## config.mk

```make
export PLATFORM = sky130hd
export DESIGN_NAME = dma_irq_agg
export DESIGN_NICKNAME = d
export VERILOG_FILES = /design/src/rtl/dma_irq_pkg.sv /design/src/rtl/dma_irq_ctrl.sv /design/src/rtl/dma_irq_dp.sv /design/src/rtl/dma_irq_agg.sv
export SDC_FILE = /design/constraint.sdc
export NUM_CORES = 1
export LEC_CHECK = 0
export BUFFER_PORTS_ARGS = -buffer_cell sky130_fd_sc_hd__buf_2
export CAP_MARGIN = 0
export CORE_AREA = 10 10 120 122
export CTS_CLUSTER_SIZE = 10
export DETAILED_ROUTE_END_ITERATION = 7
export DIE_AREA = 0 0 130 132
export GPL_TIMING_DRIVEN = 0
export PLACE_DENSITY = 0.75
export SLEW_MARGIN = 20
export SYNTH_ARGS = -nofsm -noshare
export SYNTH_HDL_FRONTEND = slang
export SYNTH_SLANG_ARGS = --single-unit
```

## constraint.sdc

```tcl
create_clock -name clk -period 2.2 [get_ports clk]
set_clock_uncertainty 0.15 [all_clocks]
set_input_delay 0.11 -clock clk [delete_from_list [all_inputs] [get_ports clk]]
set_output_delay 0.11 -clock clk [all_outputs]
set_load 0.02 [all_outputs]
```

## src/rtl/dma_irq_pkg.sv

```systemverilog
package dma_irq_pkg;
  parameter int NCH = 8;
  parameter int NEV = 5;
  parameter int AW  = 10;
  parameter int DW  = 32;
  localparam int EVW    = $clog2(NEV);
  localparam int STRIDE = 8;
  localparam int XFER_EV = 0;
  localparam logic [AW-1:0] RAW_BASE  = AW'('h2C0);
  localparam logic [AW-1:0] STAT_BASE = AW'('h2E8);
  localparam logic [AW-1:0] MASK_BASE = AW'('h310);
  localparam logic [AW-1:0] CLR_BASE  = AW'('h338);
  localparam logic [AW-1:0] SUM_ADDR  = AW'('h360);
  localparam logic [AW-1:0] CFG_ADDR  = AW'('h398);
  localparam logic [AW-1:0] EN_ADDR   = AW'('h3A0);

  typedef enum logic [2:0] {RD_NONE, RD_RAW, RD_STAT, RD_MASK, RD_SUM, RD_CFG, RD_EN} rdKind_e;

  typedef struct packed {
    logic [NEV-1:0] clrWr;
    logic [NEV-1:0] maskWr;
    logic           cfgWr;
    logic           enWr;
    rdKind_e        rdKind;
    logic [EVW-1:0] rdEv;
  } strobe_t;

  typedef logic [NEV-1:0][NCH-1:0] evGrid_t;
endpackage

```

## src/rtl/dma_irq_ctrl.sv

```systemverilog
module dma_irq_ctrl
  import dma_irq_pkg::*;
(
  input  logic          wrEn,
  input  logic [AW-1:0] addr,
  output strobe_t       stb
);
  always_comb begin
    stb = '0;
    stb.rdKind = RD_NONE;
    for (int e = 0; e < NEV; e++) begin
      if (addr == RAW_BASE + AW'(e * STRIDE)) begin
        stb.rdKind = RD_RAW;
        stb.rdEv   = EVW'(e);
      end
      if (addr == STAT_BASE + AW'(e * STRIDE)) begin
        stb.rdKind = RD_STAT;
        stb.rdEv   = EVW'(e);
      end
      if (addr == MASK_BASE + AW'(e * STRIDE)) begin
        stb.rdKind    = RD_MASK;
        stb.rdEv      = EVW'(e);
        stb.maskWr[e] = wrEn;
      end
      if (addr == CLR_BASE + AW'(e * STRIDE)) begin
        stb.clrWr[e] = wrEn;
      end
    end
    if (addr == SUM_ADDR) stb.rdKind = RD_SUM;
    if (addr == CFG_ADDR) begin
      stb.rdKind = RD_CFG;
      stb.cfgWr  = wrEn;
    end
    if (addr == EN_ADDR) begin
      stb.rdKind = RD_EN;
      stb.enWr   = wrEn;
    end
  end
endmodule

```

## src/rtl/dma_irq_dp.sv

```systemverilog
module dma_irq_dp
  import dma_irq_pkg::*;
(
  input  logic           clk,
  input  logic           rstN,
  input  strobe_t        stb,
  input  logic [DW-1:0]  wrData,
  input  evGrid_t        evt,
  output logic [DW-1:0]  rdData,
  output logic           irqOut,
  output evGrid_t        rawQ,
  output evGrid_t        maskQ,
  output logic [NCH-1:0] enQ,
  output logic           cfgQ
);
  logic [NCH-1:0] wrVal, wrSel;
  evGrid_t        statV;
  logic [NEV-1:0] sumV;

  assign wrVal = wrData[NCH-1:0];
  assign wrSel = wrData[2*NCH-1:NCH];

  always_ff @(posedge clk) begin
    if (!rstN) begin
      rawQ  <= '0;
      maskQ <= '0;
    end else begin
      for (int e = 0; e < NEV; e++) begin
        rawQ[e] <= evt[e] | (rawQ[e] & ~(stb.clrWr[e] ? wrVal : '0));
        if (stb.maskWr[e]) maskQ[e] <= (maskQ[e] & ~wrSel) | (wrVal & wrSel);
      end
    end
  end

  always_ff @(posedge clk) begin
    if (!rstN) begin
      enQ  <= '0;
      cfgQ <= 1'b0;
    end else begin
      enQ <= (stb.enWr ? ((enQ & ~wrSel) | (wrVal & wrSel)) : enQ) & ~evt[XFER_EV];
      if (stb.cfgWr) cfgQ <= wrData[0];
    end
  end

  always_comb begin
    for (int e = 0; e < NEV; e++) begin
      statV[e] = rawQ[e] & maskQ[e];
      sumV[e]  = |statV[e];
    end
  end

  assign irqOut = cfgQ & (|sumV);

  always_comb begin
    case (stb.rdKind)
      RD_RAW:  rdData = DW'(rawQ[stb.rdEv]);
      RD_STAT: rdData = DW'(statV[stb.rdEv]);
      RD_MASK: rdData = DW'(maskQ[stb.rdEv]);
      RD_SUM:  rdData = DW'(sumV);
      RD_CFG:  rdData = DW'(cfgQ);
      RD_EN:   rdData = DW'(enQ);
      default: rdData = '0;
    endcase
  end
endmodule

```

## src/rtl/dma_irq_agg.sv

```systemverilog
module dma_irq_agg
  import dma_irq_pkg::*;
(
  input  logic               clk,
  input  logic               rstN,
  input  logic [NEV*NCH-1:0] evtIn,
  input  logic               wrEn,
  input  logic [AW-1:0]      addr,
  input  logic [DW-1:0]      wrData,
  output logic [DW-1:0]      rdData,
  output logic               irqOut,
  output logic [NCH-1:0]     chanEnOut
);
  strobe_t        stb;
  evGrid_t        evtGrid;
  evGrid_t        rawQ;
  evGrid_t        maskQ;
  logic [NCH-1:0] enQ;
  logic           cfgQ;

  assign evtGrid   = evtIn;
  assign chanEnOut = enQ;

  dma_irq_ctrl u_ctrl (
    .wrEn (wrEn),
    .addr (addr),
    .stb  (stb)
  );

  dma_irq_dp u_dp (
    .clk    (clk),
    .rstN   (rstN),
    .stb    (stb),
    .wrData (wrData),
    .evt    (evtGrid),
    .rdData (rdData),
    .irqOut (irqOut),
    .rawQ   (rawQ),
    .maskQ  (maskQ),
    .enQ    (enQ),
    .cfgQ   (cfgQ)
  );
endmodule

```

=== Yosys cells after proc, flatten, opt, wreduce, memory -nomap -nowiden ===
Cells that the tools add are included.

* Register bits after elaboration: 89
* Input port bits: 85
* Output and inout port bits: 41
* Word-level logic and storage cells: 127

* Magnitude comparators: 1
* Eq/ne operators: 29
* Muxes and demuxes: 42
* Bitwise logic cells: 37
* Reduce and logical (&&, ||, !) cells: 6

{| class="wikitable"
|+ Operators with widths
! cell !! count
|-
| == test 10 bit (second input constant) || 23
|-
| AND 8 bit || 18
|-
| OR 8 bit || 11
|-
| binary-select mux 8 bit (select 3 bit) || 3
|-
| 2-to-1 mux 8 bit || 9
|-
| 2-to-1 mux 5 bit || 14
|-
| inverter 8 bit || 7
|-
| case mux 8 bit (6 select lines) || 1
|-
| OR reduction 40 bit || 1
|-
| OR reduction 8 bit || 5
|-
| 2-to-1 mux 1 bit || 11
|-
| == test 3 bit (second input constant) || 3
|-
| 2-to-1 mux 4 bit || 2
|-
| == test 3 x 2 -> 1 bit (second input constant) || 2
|-
| 2-to-1 mux 3 bit || 2
|-
| < comparator 3 x 4 -> 1 bit (second input constant) || 1
|-
| == test 3 x 1 -> 1 bit (second input constant) || 1
|-
| AND 1 bit || 1
|}

=== Logic depth before layout (Yosys ltp) ===
Gate-level depths: netlist (run 1).

* Depth in word-level cells: 21
* Gate-level depth with buffers: 11
* Mapped depth without buffers: 7

=== By module ===
A second synthesis (run 1) with hierarchy kept.

* Cells, all modules: 736
* Area, all modules: 5599.1 um2

{| class="wikitable"
|+ Modules (own cells, without submodules)
! module !! times used !! cells an instance !! area an instance (um2) !! seq. area each (um2)
|-
| dma_irq_dp || 1 || 669 || 5144.9 || 1781.7
|-
| dma_irq_ctrl || 1 || 67 || 454.2 || 0.0
|}

=== Least setup slack after synthesis (run 1) ===
OpenSTA, ideal clock, no wires.

* Path kind: input port to output port
* Start point: input addr[6]
* End point: output rdData[7]
* Arrival time: 2128 ps
* Data required time: 1940 ps
* Slack: -188 ps
* Cell stages on the path: 10
* Buffers on the path: 3
* Cells stage by stage: buf_2 or2_1 buf_6 nor4_4 o21ai_2 nand2_4 buf_6 mux4_2 nand2_1 nand4b_1

* Longest elaborated chain between the ends: 21
* Elaborated cells on any way between the ends: 49
* Those cells by class: 24 x eq/ne; 25 x mux

{| class="wikitable"
|+ Ends and longest elaborated chain
! item !! RTL line !! source
|-
| from (decl) || dma_irq_agg.sv:8 || <nowiki>input logic [AW-1:0] addr,</nowiki>
|-
| == test 10 bit || dma_irq_ctrl.sv:12 || <nowiki>if (addr == RAW_BASE + AW'(e * STRIDE)) begin</nowiki>
|-
| 2-to-1 mux 4 bit || dma_irq_ctrl.sv:12 ||
|-
| 2-to-1 mux 5 bit || dma_irq_ctrl.sv:16 || <nowiki>if (addr == STAT_BASE + AW'(e * STRIDE)) begin</nowiki>
|-
| 2-to-1 mux 5 bit || dma_irq_ctrl.sv:20 || <nowiki>if (addr == MASK_BASE + AW'(e * STRIDE)) begin</nowiki>
|-
| 2-to-1 mux 5 bit || dma_irq_ctrl.sv:12 ||
|-
| 2-to-1 mux 5 bit || dma_irq_ctrl.sv:16 ||
|-
| 2-to-1 mux 5 bit || dma_irq_ctrl.sv:20 ||
|-
| 2-to-1 mux 5 bit || dma_irq_ctrl.sv:12 ||
|-
| [5 not listed] || n/a ||
|-
| 2-to-1 mux 5 bit || dma_irq_ctrl.sv:12 ||
|-
| 2-to-1 mux 5 bit || dma_irq_ctrl.sv:16 ||
|-
| 2-to-1 mux 5 bit || dma_irq_ctrl.sv:20 ||
|-
| 2-to-1 mux 3 bit || dma_irq_ctrl.sv:29 || <nowiki>if (addr == SUM_ADDR) stb.rdKind = RD_SUM;</nowiki>
|-
| 2-to-1 mux 3 bit || dma_irq_ctrl.sv:30 || <nowiki>if (addr == CFG_ADDR) begin</nowiki>
|-
| 2-to-1 mux 4 bit || dma_irq_ctrl.sv:34 || <nowiki>if (addr == EN_ADDR) begin</nowiki>
|-
| == test 3 bit, or another cell as far along || dma_irq_dp.sv:55 || <nowiki>case (stb.rdKind)</nowiki>
|-
| case mux 8 bit (6 select lines) * || dma_irq_dp.sv:55 ||
|-
| to (decl) || dma_irq_agg.sv:10 || <nowiki>output logic [DW-1:0] rdData,</nowiki>
|}

Mark *: on every way between the ends. The rest lies on a longest branch, timed or not. The select of a mux whose other input is x is not followed.

=== Final worst setup path (run 1) ===
* Start point: input addr[2]
* End point: output rdData[1]

The elaborated chain is that of the path after synthesis.

==> results.json, run 1 <==
{
  "routabilityCongestion": 1.00,
  "cts_made_buffers": 9,
  "power_density_nw_per_um2": 456,
  "p_total_mw": 3.80,
  "final_util": 0.699,
  "clock-sinks": 89,
  "final_cell_mix": "154 x nand2_1, 89 x dfxtp_1, 76 x buf_2",
  "place_hpwl_mm": 16.2,
  "required_ns": 1.94,
  "rows": 40,
  "p_leak_nw": 3.45,
  "die_h_microns": 132,
  "start_util": 0.491,
  "synth_ff_type": "dfxtp_1",
  "dieArea_sq_um": 17200,
  "clk_path_buf_depth": 2,
  "grt_pass1_wl_mm": 35.7,
  "antenna-diode-count": 0,
  "gr-usage-all-layers": 0.269,
  "end_kind": "primary output",
  "final_common_cell": "nand2_1",
  "drtPass1Iterations": 5,
  "grt_pass1_vias": 6206,
  "drt_wl_total_mm": 25.0,
  "setup-violations-final": 69,
  "drc": 0,
  "num_vias": 6551,
  "final_area_sq_um": 8330,
  "ys_ff_latch": 89,
  "core_region_area_sq_um": 11900,
  "slew_violations": 0,
  "period_share": 1.17,
  "grt_max_degree": 15,
  "seq_area_frac_synth": 0.305,
  "hold_viol": 0,
  "ys_types": 77,
  "drive_gt1_frac": 0.327,
  "pin_count": 126,
  "critPathMaxFanout": 7,
  "syn2layout_area_growth_pct": 42.5,
  "preCtsSetupSlack_ns": -0.678,
  "antenna_found_initial": 0,
  "overflow": 0,
  "nets": 1022,
  "wl_per_cell_microns": 23.0,
  "drt_iter0_drc": 772,
  "synthArstFlopShare": 0,
  "placed_area_sq_um": 6530,
  "netlist_instances": 717,
  "via_per_inst": 6.02,
  "insertion_delay_ns": 0.34,
  "hold-worst-slack_ns": 0.0307,
  "max_freq_mhz": 389,
  "die_w_microns": 130,
  "cp.arrival_ns": 2.31,
  "htreeDepth": 3,
  "synth_edf_count": 0,
  "syn_area_sq_um": 5840,
  "rsz0062_at_grt": "yes",
  "violations": "negative setup slack",
  "outcome": "finished with violations",
  "ant_nets": 0,
  "ir_drop_uv": 304,
  "worstSetupPathType": "input pin to primary output",
  "clk_pin_slew_ns": 0.06,
  "cts_tree": "built",
  "maxCapViolations": 0,
  "worstMarginPinSlew_ns": 0.995,
  "max-slew-margin-rel": 0.330,
  "setup_slack_ns": -0.374,
  "finalCriticalPeriod_ns": 2.57,
  "io_buffers": 75,
  "synth_warnings": 0,
  "hold_class": "input pin to flip-flop",
  "critPathLaunchType": "input pin",
  "root_buffer": "clkbuf_16",
  "syn_area_per_cell_sq_um": 8.15
}
[final timing paths]
path                                  start            end  slack [ns]  depth (start not counted)
worst max-delay path                addr[2]      rdData[1]       -0.37                         11
worst min register to register    flip-flop      flip-flop        0.33                          2
worst min-delay path                   rstN  u_dp.rawQ[10]        0.03                          2
worst max register to register  u_dp.enQ[0]    u_dp.enQ[0]        1.20                          2
[cell type report]
cell class                      count  area, sq um
Timing Repair Buffer              188         1520
Buffer                             69          538
Sequential cell                    89         1780
Multi-Input combinational cell    578         4020
Inverter                            2         7.51
Fill cell                         931         3580
Clock buffer                       12          256
Clock inverter                      4         27.5
Tap cell                          147          184
[synth_stat cells (all sizes together) (3+ instances only)]
cell type    n  share of area
a21boi      18          0.023
a21oi       51          0.044
a221oi       6          0.010
a22oi        3         0.0039
a311oi       4         0.0090
a31oi        4         0.0043
a32oi        3         0.0045
and3         4         0.0043
buf         56          0.070
clkbuf      15          0.010
dfxtp       89           0.30
mux2        12          0.024
mux2i       35          0.060
mux4         8          0.031
nand2      164           0.11
nand2b       7         0.0075
nand3       35          0.030
nand4        9         0.0096
nor2        24          0.017
nor2b       67          0.072
nor3        13          0.025
nor3b        8          0.010
nor4         5          0.012
o2111ai      3         0.0045
o211ai      11          0.015
o21a         3         0.0043
o21ai       17          0.018
o221ai       3         0.0045
or3          4         0.0051
or4          4         0.0064
[metal layers]
metal / global-route usage / share of wire / vias to the layer above
met5: 0 / 0 / -
met4: 0.129 / 0.051 / 0
met3: 0.0623 / 0.11 / 103
met2: 0.425 / 0.46 / 464
met1: 0.333 / 0.38 / 3048
li1: - / - / 2936
[stage by stage]
stage               TNS [ns]  cells
global route          -11.94   1089
CTS                    -2.35   1064
detailed placement    -34.76    962
global placement      -36.30    962
floorplan             -0.904    740
finish                 -8.15   1089
[cell families after synthesis]
| family | synth area share |
|---|---|
| compound gates | 0.171 |
| buf+inv | 0.0816 |
| flops | 0.305 |
| mux | 0.115 |
| other cells | 0.000642 |
| simple gates | 0.328 |
[critical path: stages]
cell and delay [ns]:
buf_8 0.10, or3_4 0.46, buf_4 0.17, nor3_4 0.23
a311oi_4 0.10, buf_4 0.18, a211oi_4 0.40, nand2_1 0.09
o211a_1 0.13, o211ai_1 0.14, buf_4 0.21
[power breakdown]
part	total [mW]	internal, mW	leakage, nW	switching [mW]
clock network	1.48	0.828	0.143	0.647
registers	1.73	1.66	0.730	0.0654
logic	0.592	0.290	2.57	0.302
[timing repair]
| action | CTS | global route |
|---|---|---|
| hold buffers | 55 | 0 |
| pin swaps | 21 | 33 |
| hold endpoints to repair | 61 | 0 |
| setup buffers | 30 | 27 |
| gates cloned | 2 | 1 |
| gates resized for setup | 51 | 78 |
| setup endpoints to repair | 51 | 61 |
Note: power is estimated with default switching activity, not from simulation.
==> inputs of run 2 (changes only) <==
--- a/config.mk
+++ b/config.mk
@@ -7,12 +7,12 @@
 export LEC_CHECK = 0
 export BUFFER_PORTS_ARGS = -buffer_cell sky130_fd_sc_hd__buf_2
 export CAP_MARGIN = 0
-export CORE_AREA = 10 10 120 122
+export CORE_AREA = 10 10 161 163
 export CTS_CLUSTER_SIZE = 10
 export DETAILED_ROUTE_END_ITERATION = 7
-export DIE_AREA = 0 0 130 132
+export DIE_AREA = 0 0 171 173
 export GPL_TIMING_DRIVEN = 0
-export PLACE_DENSITY = 0.75
+export PLACE_DENSITY = 0.45
 export SLEW_MARGIN = 20
 export SYNTH_ARGS = -nofsm -noshare
 export SYNTH_HDL_FRONTEND = slang
==> results.json, run 2 (same netlist as run 1, synthesis figures left out) <==
{
  "crit_cells": 10,
  "dieArea_sq_um": 29600,
  "dp.cells": 1100,
  "worstMarginPinSlew_ns": 0.839,
  "root_buffer": "clkbuf_16",
  "hold_start": "wrData[8]",
  "antenna_found_initial": 0,
  "die_h_microns": 173,
  "p_leak_nw": 3.29,
  "rows": 55,
  "clk_pin_slew_ns": 0.07,
  "setup_slack_ns": -0.387,
  "pin_count": 126,
  "r2r_slack_ns": 1.25,
  "via_per_inst": 5.04,
  "max-slew-margin-rel": 0.435,
  "r2r_start": "u_dp.enQ[2]",
  "critPathLaunchType": "input pin",
  "nets": 1002,
  "insertion_delay_ns": 0.35,
  "core_region_area_sq_um": 22600,
  "path_delay_family": "compound AO/OA/AOI/OAI gates",
  "final_common_cell": "nand2_1",
  "clock-sinks": 89,
  "grt_pass1_wl_mm": 38.2,
  "grt_max_degree": 14,
  "preCtsSetupSlack_ns": -0.805,
  "required_ns": 1.94,
  "routabilityCongestion": 0.926,
  "final_cell_mix": "160 x nand2_1, 89 x dfxtp_1, 77 x buf_2",
  "critPathMaxFanout": 9,
  "hold-worst-slack_ns": 0.0350,
  "wl_per_cell_microns": 20.8,
  "grt_pass1_vias": 6095,
  "cts_made_buffers": 9,
  "clk_path_buf_depth": 2,
  "p_total_mw": 3.85,
  "rsz0062_at_grt": "yes",
  "cp.arrival_ns": 2.33,
  "max_freq_mhz": 387,
  "period_share": 1.18,
  "place_hpwl_mm": 19.0,
  "worstPathBufferInverterCount": 3,
  "reg2reg_depth": 2,
  "reg2reg_to": "u_dp.enQ[2]",
  "crit_chain": "buf_2 -> buf_6 -> nor2b_2 -> or3_4 -> a21oi_4 -> mux2_4 -> a221o_1 -> o211a_1 -> o211ai_1 -> buf_4",
  "hold_class": "input pin to flip-flop",
  "holdPathStages": 3,
  "drt_iter0_drc": 517,
  "io_buffers": 75,
  "placed_area_sq_um": 6700,
  "maxCapViolations": 0,
  "drc": 0,
  "drtPass1Iterations": 5,
  "antenna-diode-count": 0,
  "final_util": 0.364,
  "power_density_nw_per_um2": 469,
  "gr-usage-all-layers": 0.169,
  "num_vias": 6089,
  "cts_tree": "built",
  "final_cells": 1207,
  "setup_tns_ns": -2.87,
  "crit_slowest_cell": "or3_4",
  "hold_viol": 0,
  "drive_gt1_frac": 0.285,
  "die_w_microns": 171,
  "worstSetupPathType": "input pin to primary output",
  "ir_drop_uv": 377,
  "final_area_sq_um": 8230,
  "setup-violations-final": 8,
  "finalCriticalPeriod_ns": 2.59,
  "syn2layout_area_growth_pct": 40.8,
  "end_kind": "primary output",
  "overflow": 0,
  "ant_nets": 0,
  "violations": "negative setup slack",
  "start_util": 0.259,
  "outcome": "finished with violations",
  "htreeDepth": 3,
  "slew_violations": 0,
  "slowest_delay_ns": 0.40,
  "drt_wl_total_mm": 25.1
}
[run 2: changes by cell type in the layout (fill, tap and decap cells not counted), moves of 3 or more]
cell     change
a21oi_1     +10
a21oi_2     -10
buf_4       -12
buf_6        -4
nand2_1      +6
nand2_2      -5
nand3_1      +3
nand3_2      -3
[run 2: repair_timing]
action / 4_1_cts / 5_1_grt
endpoints found under the setup margin: 69 / 67
hold buffers: 54 / 0
hold endpoints to repair: 60 / 0
cloned: 2 / 0
gates resized for setup: 63 / 19
setup buffers: 25 / 11
pin swaps: 26 / 17
[run 2: worst max-delay path by stage]
| stage | startpoint | slack [ns] | endpoint |
|---|---|---|---|
| finish | addr[3] | -0.39 | rdData[4] |
| global route | addr[7] | -0.46 | rdData[3] |
| CTS | addr[7] | -0.40 | rdData[4] |
| detailed placement | addr[4] | -0.80 | rdData[5] |
| global placement | addr[4] | -0.85 | rdData[5] |
| floorplan | addr[1] | -0.17 | rdData[7] |
[run 2: metal layers]
layer	routed length [microns]	track usage
met2	11100	0.258
met5	0	0
met1	12000	0.238
met3	1510	0.0278
met4	554	0.0478
[run 2: where the power goes]
part           internal, mW  total, mW  switching (mW)
registers              1.66       1.73          0.0658
clock network         0.910       1.57           0.663
logic                 0.266      0.551           0.285
[run 2: worst register-to-register path, stage by stage, from the launching register on]
cell	delay, ns
dfxtp_1	0.43
mux2i_1	0.11
nor3b_1	0.17
[run 2: area by class of cell]
cell class,count,area [sq um]
Buffer,70,508
Clock inverter,3,40.0
Tap cell,285,357
Multi-Input combinational cell,578,3930
Fill cell,2399,14300
Inverter,2,7.51
Sequential cell,89,1780
Timing Repair Buffer,167,1350
Clock buffer,13,250
==> inputs of run 3 (changes only) <==
--- a/config.mk
+++ b/config.mk
@@ -12,7 +12,7 @@
 export DETAILED_ROUTE_END_ITERATION = 7
 export DIE_AREA = 0 0 171 173
 export GPL_TIMING_DRIVEN = 0
-export PLACE_DENSITY = 0.45
+export PLACE_DENSITY = 0.44
 export SLEW_MARGIN = 20
 export SYNTH_ARGS = -nofsm -noshare
 export SYNTH_HDL_FRONTEND = slang
==> constraint.sdc (replaced) <==
create_clock -name clk -period 2.9 [get_ports clk]
set_clock_uncertainty 0.15 [all_clocks]
set_input_delay 0.145 -clock clk [delete_from_list [all_inputs] [get_ports clk]]
set_output_delay 0.145 -clock clk [all_outputs]
set_load 0.02 [all_outputs]
==> results.json, run 3 (same netlist as run 1, synthesis figures left out) <==
{
  "max-slew-margin-rel": 0.290,
  "critPathMaxFanout": 10,
  "maxCapViolations": 0,
  "cts_made_buffers": 9,
  "drtPass1Iterations": 5,
  "use_met1": 0.231,
  "max_freq_mhz": 345,
  "worstSetupPathType": "input pin to primary output",
  "sequentialPowerShare": 0.434,
  "multi_input_area_sq_um": 3740,
  "rows": 55,
  "required_ns": 2.61,
  "dp.cells": 1100,
  "wl_per_cell_microns": 20.9,
  "critPathLaunch": "addr[1]",
  "nets": 971,
  "num_vias": 5892,
  "grtUsageMet2": 0.250,
  "clock-sinks": 89,
  "overflow": 0,
  "place_hpwl_mm": 19.0,
  "cts_tree": "built",
  "core_region_area_sq_um": 22600,
  "p_leak_nw": 3.02,
  "die_h_microns": 173,
  "final_common_cell": "nand2_1",
  "hold_viol": 0,
  "pin_count": 126,
  "final_cells": 1176,
  "internal-power_mw": 2.25,
  "drive_gt1_frac": 0.241,
  "ir_drop_uv": 335,
  "die_w_microns": 171,
  "switching_share": 0.256,
  "r2r_start": "u_dp.rawQ[8]",
  "setup-violations-final": 0,
  "root_buffer": "clkbuf_16",
  "power_density_nw_per_um2": 395,
  "slew_violations": 0,
  "grt.busiest_layer": "met2",
  "routabilityCongestion": 0.909,
  "clk_path_buf_depth": 2,
  "finalCriticalPeriod_ns": 2.90,
  "rsz0062_at_grt": "no",
  "htreeDepth": 3,
  "antenna-diode-count": 0,
  "hold_class": "input pin to flip-flop",
  "insertion_delay_ns": 0.35,
  "antenna_found_initial": 0,
  "setup_slack_ns": 0.00302,
  "syn2layout_area_growth_pct": 31.1,
  "p_total_mw": 3.02,
  "drt_wl_total_mm": 24.6,
  "dieArea_sq_um": 29600,
  "pwr-share-clk": 0.437,
  "critPathLaunchType": "input pin",
  "hold_start": "wrData[11]",
  "period_share": 0.999,
  "via_per_inst": 5.01,
  "seq_area_sq_um": 1780,
  "outcome": "finished clean",
  "ant_nets": 0,
  "grt_pass1_wl_mm": 37.0,
  "start_util": 0.259,
  "power_switching_mw": 0.772,
  "clk_pin_slew_ns": 0.07,
  "drt_iter0_drc": 415,
  "end_kind": "primary output",
  "gr-usage-all-layers": 0.165,
  "cp.arrival_ns": 2.60,
  "worstMarginPinSlew_ns": 1.06,
  "nFillCells": 2453,
  "preCtsSetupSlack_ns": -0.172,
  "setup_tns_ns": 0,
  "grt_max_degree": 15,
  "drc": 0,
  "grt_util_met3": 0.0303,
  "io_buffers": 75,
  "pwr-share-comb": 0.129,
  "final_cell_mix": "162 x nand2_1, 94 x buf_2, 89 x dfxtp_1",
  "hold-worst-slack_ns": 0.0132,
  "grt_pass1_vias": 5801
}
## run 3: timing repair
action / in CTS / in global routing
endpoints found under the setup margin: 7 / 9
endpoints found under the hold margin: 55 / 0
hold buffers: 53 / 0
buffers inserted: 2 / 5
pin swaps: 3 / 3
resized for setup: 10 / 10
## run 3: layer usage
layer / wire length (microns) / vias up / share of wire
met3: 1520 / 36 / 0.062
met4: 472 / 0 / 0.019
li1: - / 2826 / -
met5: 0 / - / 0
met1: 11800 / 2808 / 0.48
met2: 10800 / 222 / 0.44
## run 3: power by group through the flow
| stage | clock, mW | combinational (mW) | sequential [mW] |
|---|---|---|---|
| floorplan | 0 | 0.215 | 1.31 |
| global placement | 0 | 0.322 | 1.34 |
| detailed placement | 0 | 0.322 | 1.34 |
| CTS | 1.34 | 0.385 | 1.31 |
| global route | 1.39 | 0.428 | 1.31 |
| finish | 1.32 | 0.389 | 1.31 |
## run 3: worst paths after layout
path	endpoint	slack, ns	cells past startpoint
max reg2reg	u_dp.rawQ[8]	1.49	3
min reg2reg	flip-flop	0.32	2
min	flip-flop	0.01	3
max	rdData[1]	0.003	11
## run 3: area by class of cell
cell class                 count  share of cell area
multi-input combinational    578               0.489
sequential                    89               0.233
timing repair buffer         135               0.125
buffer                        71              0.0624
tap                          285              0.0465
clock buffer                  12              0.0335
clock inverter                 4             0.00980
inverter                       2            0.000980
## run 3: worst max-delay path, stage by stage
cell	delay [ns]
buf_2	0.12
or3_1	0.39
buf_6	0.17
nor3_2	0.28
o21a_2	0.21
buf_6	0.16
nor2_2	0.10
mux2_1	0.34
o221ai_1	0.23
o211ai_1	0.23
buf_4	0.22
## run 3: through the flow
| stage | util | cell area (sq um) |
|---|---|---|
| 2_1_floorplan | - | 5930 |
| 3_3_place_gp | 0.295 | 6660 |
| 3_5_place_dp | 0.296 | 6680 |
| 4_1_cts | 0.337 | 7600 |
| 5_1_grt | 0.339 | 7660 |
| 6_report | 0.339 | 7660 |
